`src/rtl/scl_clock_gen_pkg.sv`:
```
package scl_clock_gen_pkg;

  typedef enum logic [1:0] {
    ST_IDLE,
    ST_LOW,
    ST_WAIT,
    ST_HIGH
  } sclPhase_e;

  // strobes from control to datapath
  typedef struct packed {
    logic loadLen;    // latch the phase lengths for a new period
    logic cntClr;     // counter back to zero
    logic cntInc;     // counter plus one
    logic cntSetOne;  // detect cycle already counts as first high cycle
  } sclStrobe_t;

  // conditions from datapath to control
  typedef struct packed {
    logic lowDone;
    logic highDone;
    logic lineHigh;
    logic highIsOne;
  } sclStatus_t;

endpackage

```
`src/rtl/scl_clock_gen_dp.sv`:
```
module scl_clock_gen_dp
  import scl_clock_gen_pkg::*;
#(
  parameter int SelW     = 5,
  parameter int MinMult  = 80,
  parameter int MultStep = 4
) (
  input  logic            clk,
  input  logic            rstN,
  input  logic            fastMode,
  input  logic [SelW-1:0] periodSel,
  input  logic            sclIn,
  input  sclStrobe_t      strobe,
  output sclStatus_t      status
);

  localparam int Codes   = 1 << SelW;
  localparam int MaxMult = MinMult + (Codes - 1) * MultStep;
  localparam int MultW   = $clog2(MaxMult + 1);
  localparam int CntW    = $clog2(2 * MaxMult + 1);

  // code -> multiplier table
  logic [MultW-1:0] multTable [Codes];
  for (genvar g = 0; g < Codes; g++) begin : g_table
    assign multTable[g] = MultW'(MinMult + g * MultStep);
  end

  logic [CntW-1:0] multExt, nSel, lowNext, highNext;
  logic [CntW-1:0] lowLen, highLen, cnt;
  logic            syncA, syncB;

  always_comb begin
    multExt  = CntW'(multTable[periodSel]);
    nSel     = fastMode ? (multExt + (multExt >> 1)) : (multExt << 1);
    highNext = nSel >> 1;
    lowNext  = highNext + CntW'(nSel[0]);
  end

  always_ff @(posedge clk or negedge rstN) begin
    if (!rstN) begin
      lowLen  <= '0;
      highLen <= '0;
    end else if (strobe.loadLen) begin
      lowLen  <= lowNext;
      highLen <= highNext;
    end
  end

  always_ff @(posedge clk or negedge rstN) begin
    if (!rstN)                 cnt <= '0;
    else if (strobe.cntClr)    cnt <= '0;
    else if (strobe.cntSetOne) cnt <= CntW'(1);
    else if (strobe.cntInc)    cnt <= cnt + CntW'(1);
  end

  // two-flop synchronizer: the 2-cycle detection overhead
  always_ff @(posedge clk or negedge rstN) begin
    if (!rstN) begin
      syncA <= 1'b0;
      syncB <= 1'b0;
    end else begin
      syncA <= sclIn;
      syncB <= syncA;
    end
  end

  always_comb begin
    status.lowDone   = (cnt == lowLen - CntW'(1));
    status.highDone  = (cnt == highLen - CntW'(1));
    status.lineHigh  = syncB;
    status.highIsOne = (highLen == CntW'(1));
  end

endmodule

```
`src/rtl/scl_clock_gen_ctl.sv`:
```
module scl_clock_gen_ctl
  import scl_clock_gen_pkg::*;
(
  input  logic       clk,
  input  logic       rstN,
  input  logic       enable,
  input  sclStatus_t status,
  output sclStrobe_t strobe,
  output logic       sclPullLow,
  output logic       tick
);

  sclPhase_e state, nextState;
  logic      tickQ;

  always_comb begin
    nextState = state;
    strobe    = '0;
    if (!enable) begin
      nextState     = ST_IDLE;
      strobe.cntClr = 1'b1;
    end else begin
      unique case (state)
        ST_IDLE: begin
          nextState      = ST_LOW;
          strobe.loadLen = 1'b1;
          strobe.cntClr  = 1'b1;
        end
        ST_LOW: begin
          if (status.lowDone) begin
            nextState     = ST_WAIT;
            strobe.cntClr = 1'b1;
          end else begin
            strobe.cntInc = 1'b1;
          end
        end
        ST_WAIT: begin
          if (status.lineHigh) begin
            if (status.highIsOne) begin
              nextState      = ST_LOW;
              strobe.loadLen = 1'b1;
              strobe.cntClr  = 1'b1;
            end else begin
              nextState        = ST_HIGH;
              strobe.cntSetOne = 1'b1;
            end
          end
        end
        ST_HIGH: begin
          if (status.highDone) begin
            nextState      = ST_LOW;
            strobe.loadLen = 1'b1;
            strobe.cntClr  = 1'b1;
          end else begin
            strobe.cntInc = 1'b1;
          end
        end
        default: nextState = ST_IDLE;
      endcase
    end
  end

  always_ff @(posedge clk or negedge rstN) begin
    if (!rstN) begin
      state <= ST_IDLE;
      tickQ <= 1'b0;
    end else begin
      state <= nextState;
      tickQ <= (nextState == ST_LOW) && (state != ST_LOW);
    end
  end

  assign sclPullLow = (state == ST_LOW);
  assign tick       = tickQ;

endmodule

```
`src/rtl/scl_clock_gen.sv`:
```
module scl_clock_gen
  import scl_clock_gen_pkg::*;
#(
  parameter int SelW     = 5,
  parameter int MinMult  = 80,
  parameter int MultStep = 4
) (
  input  logic            clk,
  input  logic            rstN,
  input  logic            enable,
  input  logic            fastMode,
  input  logic [SelW-1:0] periodSel,
  input  logic            sclIn,
  output logic            sclPullLow,
  output logic            tick
);

  sclStrobe_t strobe;
  sclStatus_t status;

  scl_clock_gen_dp #(
    .SelW    (SelW),
    .MinMult (MinMult),
    .MultStep(MultStep)
  ) u_dp (
    .clk      (clk),
    .rstN     (rstN),
    .fastMode (fastMode),
    .periodSel(periodSel),
    .sclIn    (sclIn),
    .strobe   (strobe),
    .status   (status)
  );

  scl_clock_gen_ctl u_ctl (
    .clk       (clk),
    .rstN      (rstN),
    .enable    (enable),
    .status    (status),
    .strobe    (strobe),
    .sclPullLow(sclPullLow),
    .tick      (tick)
  );

endmodule

```
`config.mk`:
```
export PLATFORM = sky130hd
export DESIGN_NAME = scl_clock_gen
export DESIGN_NICKNAME = d
export VERILOG_FILES = /design/src/rtl/scl_clock_gen_pkg.sv /design/src/rtl/scl_clock_gen_dp.sv /design/src/rtl/scl_clock_gen_ctl.sv /design/src/rtl/scl_clock_gen.sv
export SDC_FILE = /design/constraint.sdc
export NUM_CORES = 1
export LEC_CHECK = 0
export BUFFER_PORTS_ARGS = -buffer_cell sky130_fd_sc_hd__buf_4
export CORE_MARGIN = 2
export CORE_UTILIZATION = 60
export CTS_CLUSTER_DIAMETER = 60
export DETAILED_ROUTE_END_ITERATION = 6
export HOLD_SLACK_MARGIN = 0.08
export PLACE_DENSITY = 0.79
export RECOVER_POWER = 50
export SYNTH_ARGS = -nofsm -noshare
export SYNTH_HDL_FRONTEND = slang
export SYNTH_SLANG_ARGS = --single-unit
```
`constraint.sdc`:
```
create_clock -name clk -period 3.55 [get_ports clk]
set_input_delay 0.355 -clock clk [delete_from_list [all_inputs] [get_ports clk]]
set_output_delay 0.355 -clock clk [all_outputs]
set_load 0.03 [all_outputs]
```
==> run summary <==
The final max-slew violation count was 0; the data arrival time of the worst path was 3070 ps. Across every metal layer, demand over resource in global routing totals 25.93%. The number of buffers on the longest clock path came out at 2. The via count of the first global-routing pass is 1,418, and the areal power density over the cells is 445.9 nW/µm². STA classifies the critical path startpoint as a flip-flop.

The run gives 11.46 ps as the setup clock skew after layout. The root buffer cell chosen for the clock tree is clkbuf_4. The number of primary I/O pins is 12. Of the post-synthesis cell area, the dominant cell type holds 33.21%. The run gives 0 as the final count of hold timing violations. The cell area after placement was 1754 µm²; the final weighted congestion of routability-driven global placement was 0.8355. The tools report the final antenna diode count as 0. The run finished with clean final reports.

The wire length of the first global-routing pass is 6513 µm, and the distinct cell type count of the synthesized netlist is 45. Synthesis warning total: 0. TritonCTS sink count: 22. The worst setup path is of the reg2reg kind. The top flip-flop cell by instance count after synthesis was dfrtp_1. Subtracting the final worst setup slack from the clock period gives 2852 ps.

For this run, the detailed router's first-pass iteration total came to 4. Across all setup checks in the final design, the least slack found is 697.8 ps. At the worst endpoint, the required time is 3770 ps.

Input and output buffers added on the ports amount to 11. From synthesis to final layout, the design area changed by 9.359%. The type of the tightest min-delay check was in2reg. The core region is 2686 µm². Entering global routing, the biggest net connects 23 pins.

In the final routed layout, each cell accounts on average for 16.23 µm. The synthesized design contains 0 enable-type register cells. For this configuration, the core starts out at a cell density of 61.71%.

The tools report the maximum vdd drop as 0.3884 mV. The source-to-sink clock delay at the later pin of the worst-skew pair was 320 ps. The routed design has 3651 µm of wire. Summed over all instances, the cell type with the most area after synthesis is dfrtp_1.

For this run, asynchronously set or reset flops after synthesis account for 100.0%. Counting every instance in the synthesized netlist gives 184. The cell count after placement is 220. Total standard cell area after synthesis: 1658 µm². The floorplan has 19 rows. Setup repair after global routing left no endpoint under its margin. Cells with a size suffix above 1 make up 16.49% of the layout. The most frequent cell after synthesis is nand2_1. Of the available clock period, the critical path in the final layout requires 80.34%. At the end of the flow, the number of nets in the layout was 218.

At the pin with the least slew margin, the transition time is 1227 ps. For this block, the via count after detailed routing is 1,377. The die covers 3200 µm².

Max-cap violations in this run came to 0. The tools report the final routed DRC violation total as 0. The sequential share of the synthesized area was 33.21%. Summed over all nets, the half-perimeter wirelength after detailed placement is 2692 µm. The die is 56.57 µm tall.

For this block, the initial DRC count from the detailed router was 40. Once detail routing completed, the nets flagged for antenna violations numbered 0. The die is 56.57 µm wide. When the netlist entered floorplanning its net count stood at 207.

After routing the design area is 1813 µm². For this run, the number of standard cells in the final layout without fillers is 225. The register bit total from synthesis was 22; the final setup TNS was 0 ps. Buffers inserted during clock tree synthesis total 3. Timing analysis after detailed placement gives a worst setup slack of 749.5 ps. The run gives 18.18% as the worst slew slack as a fraction of its limit. TritonCTS built the clock tree. Power comes to 0.8085 mW.

The tools report the initial antenna violation count as 0. The tools report the number of H-tree branching levels as 1. For this design the static power due to leakage is 0.7841 nW. Summed over all layers, the global routing overflow is 0. After clock tree synthesis, the clock-pin slew on the worst setup and hold paths is 120 ps.

The achievable clock frequency was 350.6 MHz. Setup violations remaining at the end of the flow were counted as 0. Averaged over all synthesized cells, the footprint is 9.010 µm². The maximum fanout encountered on the critical timing path works out to 10. Sorting the synthesized cells by area gives the leading types as dfrtp_1 33%, ha_1 9.1%, xnor2_1 6.3%. Ranked by instance count, the synthesized netlist is headed by 27 x nand2_1, 22 x dfrtp_1, 12 x ha_1, 12 x nor2_1, 12 x xnor2_1.

Category of the worst setup path capture point: a flip-flop. Dividing the detail-routed via count by the number of cells gives 6.120.
report_power, final:
part | switching, mW | total, mW | internal, mW
registers | 0.0568 | 0.339 | 0.282
clock network | 0.0816 | 0.196 | 0.114
logic | 0.148 | 0.273 | 0.125
sequential cells by signal (all words and copies together) (netlist names):
register,cells
u_dp.lowLen,8
u_ctl.tick,1
u_dp.syncB,1
u_dp.cnt,9
u_ctl.state,2
u_dp.syncA,1
layout by cell type (no fill, tap or decap), types with 3 or more instances in the layout:
| cell type | instances |
|---|---|
| o21ai_0 | 10 |
| and2_1 | 4 |
| nand3_1 | 3 |
| nand2_1 | 27 |
| xnor2_1 | 12 |
| nor2_1 | 12 |
| buf_4 | 9 |
| nor3_1 | 5 |
| ha_1 | 12 |
| inv_1 | 10 |
| o221ai_1 | 6 |
| dfrtp_1 | 22 |
| a21oi_1 | 5 |
| mux2_2 | 8 |
| nor2b_1 | 4 |
| clkbuf_4 | 4 |
metal layers:
metal	share of wire, %	GRT usage [%]
met5	0	0
met4	0.88	7.483
met3	3.9	5.760
met2	50	42.86
met1	45	34.03
final cells by class:
| type | count | area (µm²) |
|---|---|---|
| clock buffers | 3 | 22.52 |
| clock inverters | 1 | 30.03 |
| fillers | 228 | 873.3 |
| inverters | 10 | 37.54 |
| multi-input cells | 146 | 1045 |
| flip-flops and latches | 22 | 550.5 |
| well taps | 31 | 38.79 |
| repair buffers | 12 | 88.84 |
final timing paths:
check	start	endpoint	slack, ps	cells after the start
max	u_dp.lowLen[0]$_DFFE_PN0P_	u_dp.lowLen[3]$_DFFE_PN0P_	700	8
min	sclIn	u_dp.syncA$_DFF_PN0_	160	1
max reg2reg	u_dp.lowLen[0]$_DFFE_PN0P_	u_dp.lowLen[3]$_DFFE_PN0P_	700	8
min reg2reg	u_dp.syncA$_DFF_PN0_	u_dp.syncB$_DFF_PN0_	380	0
max in group asynchronous	rstN	u_dp.cnt[0]$_DFFE_PN0P_	2020	2
min in group asynchronous	rstN	u_dp.cnt[8]$_DFFE_PN0P_	790	2
critical path, cell delays in order, from the launching register on:
cell and delay [ps]:
dfrtp_1 450, inv_1 110, ha_1 180, nor3b_2 320, nand2_1 100, nor4_1 330
o211ai_2 270, o31ai_4 590, mux2_2 390
logic make-up after synthesis:
logic type | Yosys count | share of synthesized area (%)
fa+ha+maj | 13 | 10.26
simple gates | 70 | 21.06
mux | 10 | 6.642
xor+xnor | 14 | 7.396
flops | 22 | 33.21
buf+inv | 16 | 3.774
compound gates | 39 | 17.66
metrics by stage:
step	utilization [%]	hold slack (ps)
3_5_place_dp	65.30	261.0
5_1_grt	67.49	135.7
6_report	67.49	157.4
2_1_floorplan	-	59.41
4_1_cts	67.63	124.9
3_3_place_gp	65.30	250.8
timing repair:
| action | in CTS | in global routing |
|---|---|---|
| buffers inserted | 0 | 0 |
| setup endpoints to repair | 0 | 0 |
| resized for setup | 0 | 0 |
| hold buffers | 1 | 0 |
| hold endpoints to repair | 22 | 0 |
No activity file was read; power rests on OpenSTA's default activity.
